--- src/rtl/pcbk_pkg.sv ---
// Package pcbk_pkg
// Purpose : shared constants and types for the masked PC breakpoint unit.
// Assumes : index values are fixed by the debug register map of the core.
package pcbk_pkg;

    localparam int unsigned IDX_W = 5;

    localparam logic [IDX_W-1:0] IDX_TDEF = 5'h07;
    localparam logic [IDX_W-1:0] IDX_ADDR = 5'h08;
    localparam logic [IDX_W-1:0] IDX_MASK = 5'h09;

    // Bit positions inside the 32-bit trigger definition word.
    localparam int unsigned TDEF_L1_EN_BIT  = 0;
    localparam int unsigned TDEF_L2_EN_BIT  = 16;
    localparam int unsigned TDEF_TWO_LV_BIT = 31;

    // Only the bits that carry meaning are kept.
    typedef struct packed {
        logic two_level;
        logic l2_en;
        logic l1_en;
    } tdef_t;

    // Decoded write target.
    typedef enum logic [1:0] {
        SEL_NONE = 2'd0,
        SEL_TDEF = 2'd1,
        SEL_ADDR = 2'd2,
        SEL_MASK = 2'd3
    } wsel_e;

endpackage

--- src/rtl/pcbk_regs.sv ---
// Module  : pcbk_regs
// Purpose : write-only register file holding breakpoint address, mask and
//           trigger definition; decodes the indexed debug write port.
// Assumes : writes are accepted only in supervisor mode; unknown indices are
//           dropped; all registers reset to zero.
module pcbk_regs
    import pcbk_pkg::*;
#(
    parameter int unsigned DW = 32
) (
    input  logic             clk,
    input  logic             rst_n,
    input  logic             sup_mode,
    input  logic             wr_en,
    input  logic [IDX_W-1:0] wr_idx,
    input  logic [DW-1:0]    wr_data,
    output logic [DW-1:0]    addr_q,
    output logic [DW-1:0]    mask_q,
    output tdef_t            tdef_q,
    output logic             tdef_wr
);

    wsel_e sel;
    logic  accept;

    // Decode the index into a write target.
    always_comb begin
        unique case (wr_idx)
            IDX_TDEF: sel = SEL_TDEF;
            IDX_ADDR: sel = SEL_ADDR;
            IDX_MASK: sel = SEL_MASK;
            default:  sel = SEL_NONE;
        endcase
    end

    // A write counts only from supervisor mode and to a known index.
    assign accept  = wr_en && sup_mode && (sel != SEL_NONE);
    assign tdef_wr = accept && (sel == SEL_TDEF);

    // Breakpoint address register.
    always_ff @(posedge clk) begin
        if (!rst_n)
            addr_q <= '0;
        else if (accept && sel == SEL_ADDR)
            addr_q <= wr_data;
    end

    // Mask register.
    always_ff @(posedge clk) begin
        if (!rst_n)
            mask_q <= '0;
        else if (accept && sel == SEL_MASK)
            mask_q <= wr_data;
    end

    // Trigger definition register, meaningful bits only.
    always_ff @(posedge clk) begin
        if (!rst_n)
            tdef_q <= '0;
        else if (tdef_wr) begin
            tdef_q.l1_en     <= wr_data[TDEF_L1_EN_BIT];
            tdef_q.l2_en     <= wr_data[TDEF_L2_EN_BIT];
            tdef_q.two_level <= wr_data[TDEF_TWO_LV_BIT];
        end
    end

    AST_USER_WRITE_DROPPED: assert property (@(posedge clk) disable iff (!rst_n)
        (wr_en && !sup_mode) |=> ($stable(addr_q) && $stable(mask_q) && $stable(tdef_q)));

    AST_UNKNOWN_IDX_DROPPED: assert property (@(posedge clk) disable iff (!rst_n)
        (wr_en && wr_idx != IDX_TDEF && wr_idx != IDX_ADDR && wr_idx != IDX_MASK)
        |=> ($stable(addr_q) && $stable(mask_q) && $stable(tdef_q)));

    AST_ADDR_LOADS: assert property (@(posedge clk) disable iff (!rst_n)
        (wr_en && sup_mode && wr_idx == IDX_ADDR) |=> (addr_q == $past(wr_data)));

endmodule

--- src/rtl/pcbk_match.sv ---
// Module  : pcbk_match
// Purpose : combinational masked comparison of the PC against the address.
// Assumes : a set mask bit excludes that bit position; the result is
//           qualified by the PC valid strobe.
module pcbk_match #(
    parameter int unsigned DW = 32
) (
    input  logic [DW-1:0] pc,
    input  logic          pc_valid,
    input  logic [DW-1:0] addr,
    input  logic [DW-1:0] mask,
    output logic          hit
);

    logic [DW-1:0] diff_bits;

    // Per-bit mismatch, with masked positions forced to agree.
    genvar gi;
    generate
        for (gi = 0; gi < DW; gi++) begin : g_bit
            assign diff_bits[gi] = (pc[gi] ^ addr[gi]) & ~mask[gi];
        end
    endgenerate

    // A hit needs a valid sample and no unmasked mismatch.
    assign hit = pc_valid && (diff_bits == '0);

    always_comb begin
        if (!pc_valid)
            AST_NO_HIT_WITHOUT_VALID: assert (!hit);
    end

endmodule

--- src/rtl/pcbk_seq.sv ---
// Module  : pcbk_seq
// Purpose : one- or two-level trigger sequencer producing a registered
//           single-cycle trigger pulse per qualifying hit.
// Assumes : a trigger definition write disarms; in two-level mode the first
//           hit arms, the next hit fires and disarms.
module pcbk_seq
    import pcbk_pkg::*;
(
    input  logic  clk,
    input  logic  rst_n,
    input  logic  hit,
    input  tdef_t tdef,
    input  logic  tdef_wr,
    output logic  trig_o
);

    logic armed_q;
    logic arm_set;
    logic fire;

    // Decide whether this cycle's hit fires or arms.
    always_comb begin
        fire    = 1'b0;
        arm_set = 1'b0;
        if (!tdef.two_level) begin
            fire = hit && tdef.l1_en;
        end else if (!armed_q) begin
            arm_set = hit && tdef.l1_en;
        end else begin
            fire = hit && tdef.l2_en;
        end
    end

    // Arm flag: cleared on definition write or after firing.
    always_ff @(posedge clk) begin
        if (!rst_n)
            armed_q <= 1'b0;
        else if (tdef_wr)
            armed_q <= 1'b0;
        else if (arm_set)
            armed_q <= 1'b1;
        else if (fire && tdef.two_level)
            armed_q <= 1'b0;
    end

    // Registered trigger pulse.
    always_ff @(posedge clk) begin
        if (!rst_n)
            trig_o <= 1'b0;
        else
            trig_o <= fire;
    end

    AST_DEF_WRITE_DISARMS: assert property (@(posedge clk) disable iff (!rst_n)
        tdef_wr |=> !armed_q);

    AST_TWO_LEVEL_NEEDS_ARM: assert property (@(posedge clk) disable iff (!rst_n)
        (trig_o && $past(tdef.two_level)) |-> $past(armed_q));

    AST_NO_FIRE_L2_OFF: assert property (@(posedge clk) disable iff (!rst_n)
        (tdef.two_level && !tdef.l2_en) |=> !trig_o);

    AST_ONE_LEVEL_NEEDS_L1: assert property (@(posedge clk) disable iff (!rst_n)
        (!tdef.two_level && !tdef.l1_en) |=> !trig_o);

endmodule

--- src/rtl/pc_bkpt_trigger.sv ---
// Module  : pc_bkpt_trigger
// Purpose : masked PC breakpoint trigger unit; top level joining register
//           file, comparator and sequencer.
// Assumes : synchronous active-low reset; register port is write-only.
module pc_bkpt_trigger
    import pcbk_pkg::*;
#(
    parameter int unsigned DW = 32
) (
    input  logic             clk,
    input  logic             rst_n,
    input  logic [DW-1:0]    pc,
    input  logic             pc_valid,
    input  logic             sup_mode,
    input  logic             wr_en,
    input  logic [IDX_W-1:0] wr_idx,
    input  logic [DW-1:0]    wr_data,
    output logic             trig_o
);

    logic [DW-1:0] addr_q;
    logic [DW-1:0] mask_q;
    tdef_t         tdef_q;
    logic          tdef_wr;
    logic          hit;

    pcbk_regs #(.DW(DW)) u_regs (
        .clk     (clk),
        .rst_n   (rst_n),
        .sup_mode(sup_mode),
        .wr_en   (wr_en),
        .wr_idx  (wr_idx),
        .wr_data (wr_data),
        .addr_q  (addr_q),
        .mask_q  (mask_q),
        .tdef_q  (tdef_q),
        .tdef_wr (tdef_wr)
    );

    pcbk_match #(.DW(DW)) u_match (
        .pc      (pc),
        .pc_valid(pc_valid),
        .addr    (addr_q),
        .mask    (mask_q),
        .hit     (hit)
    );

    pcbk_seq u_seq (
        .clk    (clk),
        .rst_n  (rst_n),
        .hit    (hit),
        .tdef   (tdef_q),
        .tdef_wr(tdef_wr),
        .trig_o (trig_o)
    );

    AST_TRIG_NEEDS_VALID: assert property (@(posedge clk) disable iff (!rst_n)
        trig_o |-> $past(pc_valid));

    AST_TRIG_NEEDS_MATCH: assert property (@(posedge clk) disable iff (!rst_n)
        trig_o |-> ((($past(pc) ^ $past(addr_q)) & ~$past(mask_q)) == '0));

endmodule

--- config.mk ---
export PLATFORM = sky130hd
export DESIGN_NAME = pc_bkpt_trigger
export DESIGN_NICKNAME = d
export VERILOG_FILES = /design/src/rtl/pcbk_pkg.sv /design/src/rtl/pcbk_regs.sv /design/src/rtl/pcbk_match.sv /design/src/rtl/pcbk_seq.sv /design/src/rtl/pc_bkpt_trigger.sv
export SDC_FILE = /design/constraint.sdc
export NUM_CORES = 1
export LEC_CHECK = 0
export ABC_AREA = 1
export BUFFER_PORTS_ARGS = -buffer_cell sky130_fd_sc_hd__buf_2
export CORE_MARGIN = 2
export CORE_UTILIZATION = 35
export CTS_CLUSTER_DIAMETER = 40
export CTS_CLUSTER_SIZE = 12
export DETAILED_ROUTE_END_ITERATION = 8
export GPL_TIMING_DRIVEN = 1
export SLEW_MARGIN = 20
export SYNTH_ARGS = -nofsm -noshare
export SYNTH_HDL_FRONTEND = slang
export SYNTH_SLANG_ARGS = --single-unit
--- constraint.sdc ---
create_clock -name clk -period 1.47 [get_ports clk]
set_clock_uncertainty 0.1 [all_clocks]
set_input_delay 0.294 -clock clk [delete_from_list [all_inputs] [get_ports clk]]
set_output_delay 0.294 -clock clk [all_outputs]
set_load 0.005 [all_outputs]
---- Word level (Yosys, flattened, before mapping) ----
Cells that the tools add are included.
storage, ports and cells
  ROM bits ................................ 0
  logic and storage cells ................. 130
  memories ................................ 0
  output and inout bits ................... 1
  input port bits ......................... 74
  bits in latches ......................... 0
  bits in registers ....................... 69
  memory bits (writable) .................. 0
operators by class
  $mul .................................... 0
  divide/modulo/power cells ............... 0
  reductions and logical operators ........ 13
  shift-type cells ........................ 0
  $add $sub $neg .......................... 0
  bitwise operators ....................... 97
  equality and inequality tests ........... 6
  mux-type cells .......................... 7
  $lt $le $gt $ge ......................... 0
operator list
  kind                count
  $not 1->1           33
  $and 1x1->1         32
  $logic_not 32->1    1
  $xor 1x1->1         32
  $eq 5x4->1 const B  2
  $logic_and 1x1->1   9
  $mux 1              6
  $pmux 2 s3          1
  $eq 5x3->1 const B  1
  $eq 2x2->1 const B  2
  $reduce_bool 2->1   2
  $eq 2x1->1 const B  1
  $reduce_or 2->1     1

---- Depth between registers and ports, before layout ----
  depth after elaboration ................. 10
  mapped depth ............................ 12
  mapped depth without buffers ............ 12

---- Modules after synthesis ----
Synthesis repeated with hierarchy kept, for this count alone.
second synthesis, totals
  cell total of the unflattened synthesis .. 599
  area total of the unflattened synthesis .. 3,692.3 sq um
modules (own cells, without submodules)
  module      cells an instance  times used  sequential area each (sq um)  area an instance (sq um)
  pcbk_regs   414                1           1,341.3                       2,885.3
  pcbk_match  168                1           0.0                           708.2
  pcbk_seq    17                 1           40.0                          98.8

---- Worst setup path before layout ----
Ideal clock, no wire load.
  path type ............................... in2reg
  from .................................... input wr_idx[4]
  to ...................................... register u_regs.mask_q[24]
  library setup time ...................... 0.116 ns
  required time ........................... 1.254 ns
  arrival time ............................ 1.172 ns
  stages .................................. 8
  path buffers ............................ 2
  setup slack ............................. 0.083 ns
  cell sequence ........................... inv_1 nand3_1 nor4_4 nand2_2 buf_2 buf_6 o21ai_0 nor2_1
on the way
  longest elaborated chain between the ends .. 5
  elaborated cells on any way between the ends .. 8
  classes of those cells .................. 4 x eq/ne; 1 x mux; 3 x reduce/logical
RTL lines
  element                                          RTL line               source
  start, declared                                  pc_bkpt_trigger.sv:16  input logic [IDX_W-1:0] wr_idx,
  $eq 5x4->1 / $eq 5x3->1 (equally long branches)  pcbk_regs.sv:28        unique case (wr_idx)
  $pmux 2 s3 *                                     pcbk_regs.sv:28
  $reduce_bool 2->1                                pcbk_regs.sv:37        assign accept = wr_en && sup_mode && (sel != SEL_NONE);
  $logic_and 1x1->1                                pcbk_regs.sv:37
  $logic_and 1x1->1 *                              pcbk_regs.sv:52        else if (accept && sel == SEL_MASK)
  end signal, assigned                             pcbk_regs.sv:53        mask_q <= wr_data;
  end, declared                                    pcbk_regs.sv:18        output logic [DW-1:0] mask_q,
Mark *: on every way between the ends. The rest lies on a longest branch, timed or not.
A chain may end at the register's enable or synchronous reset.

---- Final worst setup path ----
  from .................................... register u_regs.addr_q[0]
  to ...................................... register u_seq.armed_q
on the way
  longest elaborated chain between the ends .. 9
  elaborated cells on any way between the ends .. 13
  classes of those cells .................. 5 x mux; 2 x bitwise; 6 x reduce/logical
RTL lines
  element                      RTL line          source
  start, declared              pcbk_regs.sv:17   output logic [DW-1:0] addr_q,
  start signal, assigned       pcbk_regs.sv:45   addr_q <= wr_data;
  $xor 1x1->1 *                pcbk_match.sv:21  assign diff_bits[gi] = (pc[gi] ^ addr[gi]) & ~mask[gi];
  $and 1x1->1 *                pcbk_match.sv:21
  $logic_not 32->1 *           pcbk_match.sv:26  assign hit = pc_valid && (diff_bits == '0);
  $logic_and 1x1->1 *          pcbk_match.sv:26
  $logic_and 1x1->1            pcbk_seq.sv:30    fire = hit && tdef.l2_en;
  $mux 1                       pcbk_seq.sv:27    end else if (!armed_q) begin
  $mux 1                       pcbk_seq.sv:25    if (!tdef.two_level) begin
  $logic_and 1x1->1            pcbk_seq.sv:42    else if (fire && tdef.two_level)
  $reduce_bool 2->1 (no line)  n/a
  end signal, assigned         pcbk_seq.sv:39    armed_q <= 1'b0;
  end signal, assigned         pcbk_seq.sv:41    armed_q <= 1'b1;
  end signal, assigned         pcbk_seq.sv:43    armed_q <= 1'b0;
  end, declared                pcbk_seq.sv:17    logic armed_q;
Marked as above.

==> metrics <==
status finished, final reports clean; Routed wire per std cell ~11 um; final core occ 45.4%; cells after synthesis 461; Worst-path clk slew 70 ps; register area share after synthesis 44.5%; Antenna diodes 0; FF-to-FF End u_seq.armed_q$_SDFFE_PP0P_; TritonCTS clock tree built; initial antenna violation count 0; GR Overflow Total 0; worst-skew pair later-pin latency 350 ps; Starting Density between 30% and 40%; critical path arrival 1560 ps; DIE HEIGHT 98.2 um; DRT iter0 DRCs 73; PortBufs 74; H-tree Lvls 3; slowest library cell on the worst path dfxtp_1; # setup viols final 0; Hold Path Sink u_regs.addr_q[24]$_SDFFE_PN0P_; crit share post-route 97.0%; crit path kind flip-flop to flip-flop; Core ar. 0.00868 mm2; metal2 WL 3.36 mm; worst vdd ir 612 uV; Layout Nets between 600 and 700; I/O pin total 75; routed vias/inst roughly 4.5; Num CTS Buffers 9; Ys Warns 0; met3 wire length around 360 um; worst flop-to-flop path startpoint u_regs.addr_q[0]$_SDFFE_PN0P_; Top cell by count, worst path nand2_1; Initial DRT Pass Iterations 4; Avg Inst Size Synth 6.73 um2; worst hold slack 106 ps; routability cong. about 0.75; DRT antenna net count 0; CP Buf/Inv Count 0; FF-to-FF setup slack 40 ps; die width slightly below 100 um; class of the tightest hold or removal check input pin to flip-flop; Core Rows 34; die area ~0.0096 mm2; CP endpoint kind flip-flop; hold path startpoint wr_data[24]; deepest clock path buffer count 2; Max Clk Rate 701 MHz; vias in the first global route around 2700; Rel. slew slack 82.9%; Metal-1 WL 3.34 mm; Post-Synthesis Net Count 535; worst-margin pin slew 256 ps; top layer in use met4; via count 2964; Max Cap Viol 0; Yosys cell types 21; R2R depth 9; Syn Std Cell Area 0.00310 mm2; first-pass GRT wire length around 12 mm; layout cells sized above 1 21.2%; CP delay by family, top simple AND/OR/NAND/NOR gates; CP Data Required Time about 1600 ps; WHS Path Cells 3; final WL 7.18 mm; Fin. Hold Viols 0; worst path cell trace or2_0 > nand2_1 > nand2_1 > nor2_1 > nand3_1 > nor2_2 > nand3_2 > nand2_1 > a21oi_1; Power Dens Cells 1000 mW/mm2; largest net degree at the start of global routing 37; placed standard-cell area between 0.003 and 0.004 mm2; Seq cells post-synth 69; minimum clock period around 1400 ps; max-slew violation count 0; Area Overhead vs Synth 27.1%; Root Buffer clkbuf_8; RSZ-0062 raised after global routing yes; Detailed Place HPWL 5.33 mm; Setup crit start kind flip-flop; DRC violations left 0; TritonCTS Sinks 69; Design Area, Final between 0.003 and 0.004 mm2; Tot GR Track Use ~15%; Largest stage delay, worst path 310 ps; Max Fanout on Critical Path 3; Pleak 0.00176 uW
-- through the flow --
step           setup TNS, ps  setup slack, ps  total power, uW  cells
2_1_floorplan              0             82.5             2090    461
3_3_place_gp           -3300             -102             2250    637
3_5_place_dp           -4090             -121             2260    637
4_1_cts                    0            0.445             4000    653
5_1_grt                 -194             -101             4110    654
6_report                   0             43.5             3950    654
-- what timing repair did --
| action | 4_1_cts | 5_1_grt |
|---|---|---|
| endpoints found under the setup margin | 2 | 2 |
| resized for setup | 1 | 6 |
| setup buffers | 0 | 1 |
| hold buffers | 0 | 0 |
| cloned | 0 | 0 |
| pin swaps | 0 | 5 |
-- per-layer routing --
metal / track usage, % / vias up
met4: 6.32 / 0
met2: 25.6 / 58
li1: - / 1609
met5: 0 / -
met3: 4.15 / 9
met1: 19.1 / 1288
-- worst register-to-register path: cells and delay by family, from the launching register on --
kind / cells / cell delay (ps)
compound gates: 1 / 40
simple gates: 8 / 880
flops: 1 / 310
-- Yosys cell counts --
cell type	n	area, um2
nor2_1	87	327
o21ai_0	71	355
nand2_1	70	263
dfxtp_1	69	1380
inv_1	66	248
a21oi_1	45	225
nand3_1	15	75.1
clkbuf_1	13	48.8
buf_2	4	20.0
nand3b_1	4	30.0
nand4_1	3	18.8
xnor2_1	3	26.3
inv_2	2	7.51
or2_2	2	12.5
buf_4	1	7.51
buf_6	1	11.3
nand2_2	1	6.26
nor3_1	1	5.00
nor4_4	1	21.3
o211ai_1	1	7.51
or2_0	1	6.26
-- worst max-delay path by stage --
stage	startpoint	end	depth (start not counted)	slack (ps)
after floorplan	wr_idx[4]	u_regs.mask_q[24]$_SDFFE_PN0P_	8	80
after global placement	wr_idx[4]	u_regs.addr_q[7]$_SDFFE_PN0P_	8	-100
after detailed placement	wr_idx[4]	u_regs.addr_q[4]$_SDFFE_PN0P_	8	-120
after CTS	u_regs.addr_q[0]$_SDFFE_PN0P_	u_seq.armed_q$_SDFFE_PP0P_	9	0.4
after global routing	u_regs.addr_q[18]$_SDFFE_PN0P_	u_seq.armed_q$_SDFFE_PP0P_	12	-100
final	u_regs.addr_q[0]$_SDFFE_PN0P_	u_seq.armed_q$_SDFFE_PP0P_	9	40
-- flip-flops by register name, indices dropped and copies added, names as in the netlist --
register and flops:
u_regs.mask_q 32, u_seq.armed_q 1, u_regs.tdef_q 3, u_regs.addr_q 32, u_seq.trig_o 1
-- cell usage in the layout, fill, tap and decap left out, types with 3 or more instances in the layout --
| master | instances |
|---|---|
| inv_2 | 3 |
| buf_2 | 74 |
| nand3_1 | 14 |
| a21oi_1 | 45 |
| clkbuf_8 | 11 |
| buf_4 | 8 |
| xnor2_1 | 3 |
| buf_12 | 6 |
| nand4_1 | 3 |
| nor2_2 | 3 |
| o21ai_0 | 71 |
| nand3b_1 | 4 |
| nor2_1 | 84 |
| dfxtp_1 | 68 |
| inv_1 | 65 |
| nand2_1 | 69 |
-- power by group --
| part | internal [uW] | switching (uW) | leakage, uW |
|---|---|---|---|
| Sequential | 1880 | 7.16 | 0.000557 |
| Combinational | 151 | 170 | 0.00109 |
| Clock | 1040 | 692 | 0.000116 |
| Total | 3080 | 869 | 0.00176 |
-- kinds of logic (layout without fill, tap and decap cells) --
group	count (synthesis)	after routing	share of synthesized area, %
buffers and inverters	87	172	11.0
AOI/OAI and AO/OA	117	117	19.0
xor gates and xnor gates	3	3	0.847
and+or+nand+nor	185	185	24.6
DFF	69	69	44.5
-- cell type report --
class	count	area [um2]
inverter	68	255
sequential	69	1380
clock buffer	12	155
fill	901	4740
timing repair buffer	88	551
tap	108	135
clock inverter	4	70.1
multi-input combinational	305	1390
(Power assumes the default switching activity.)
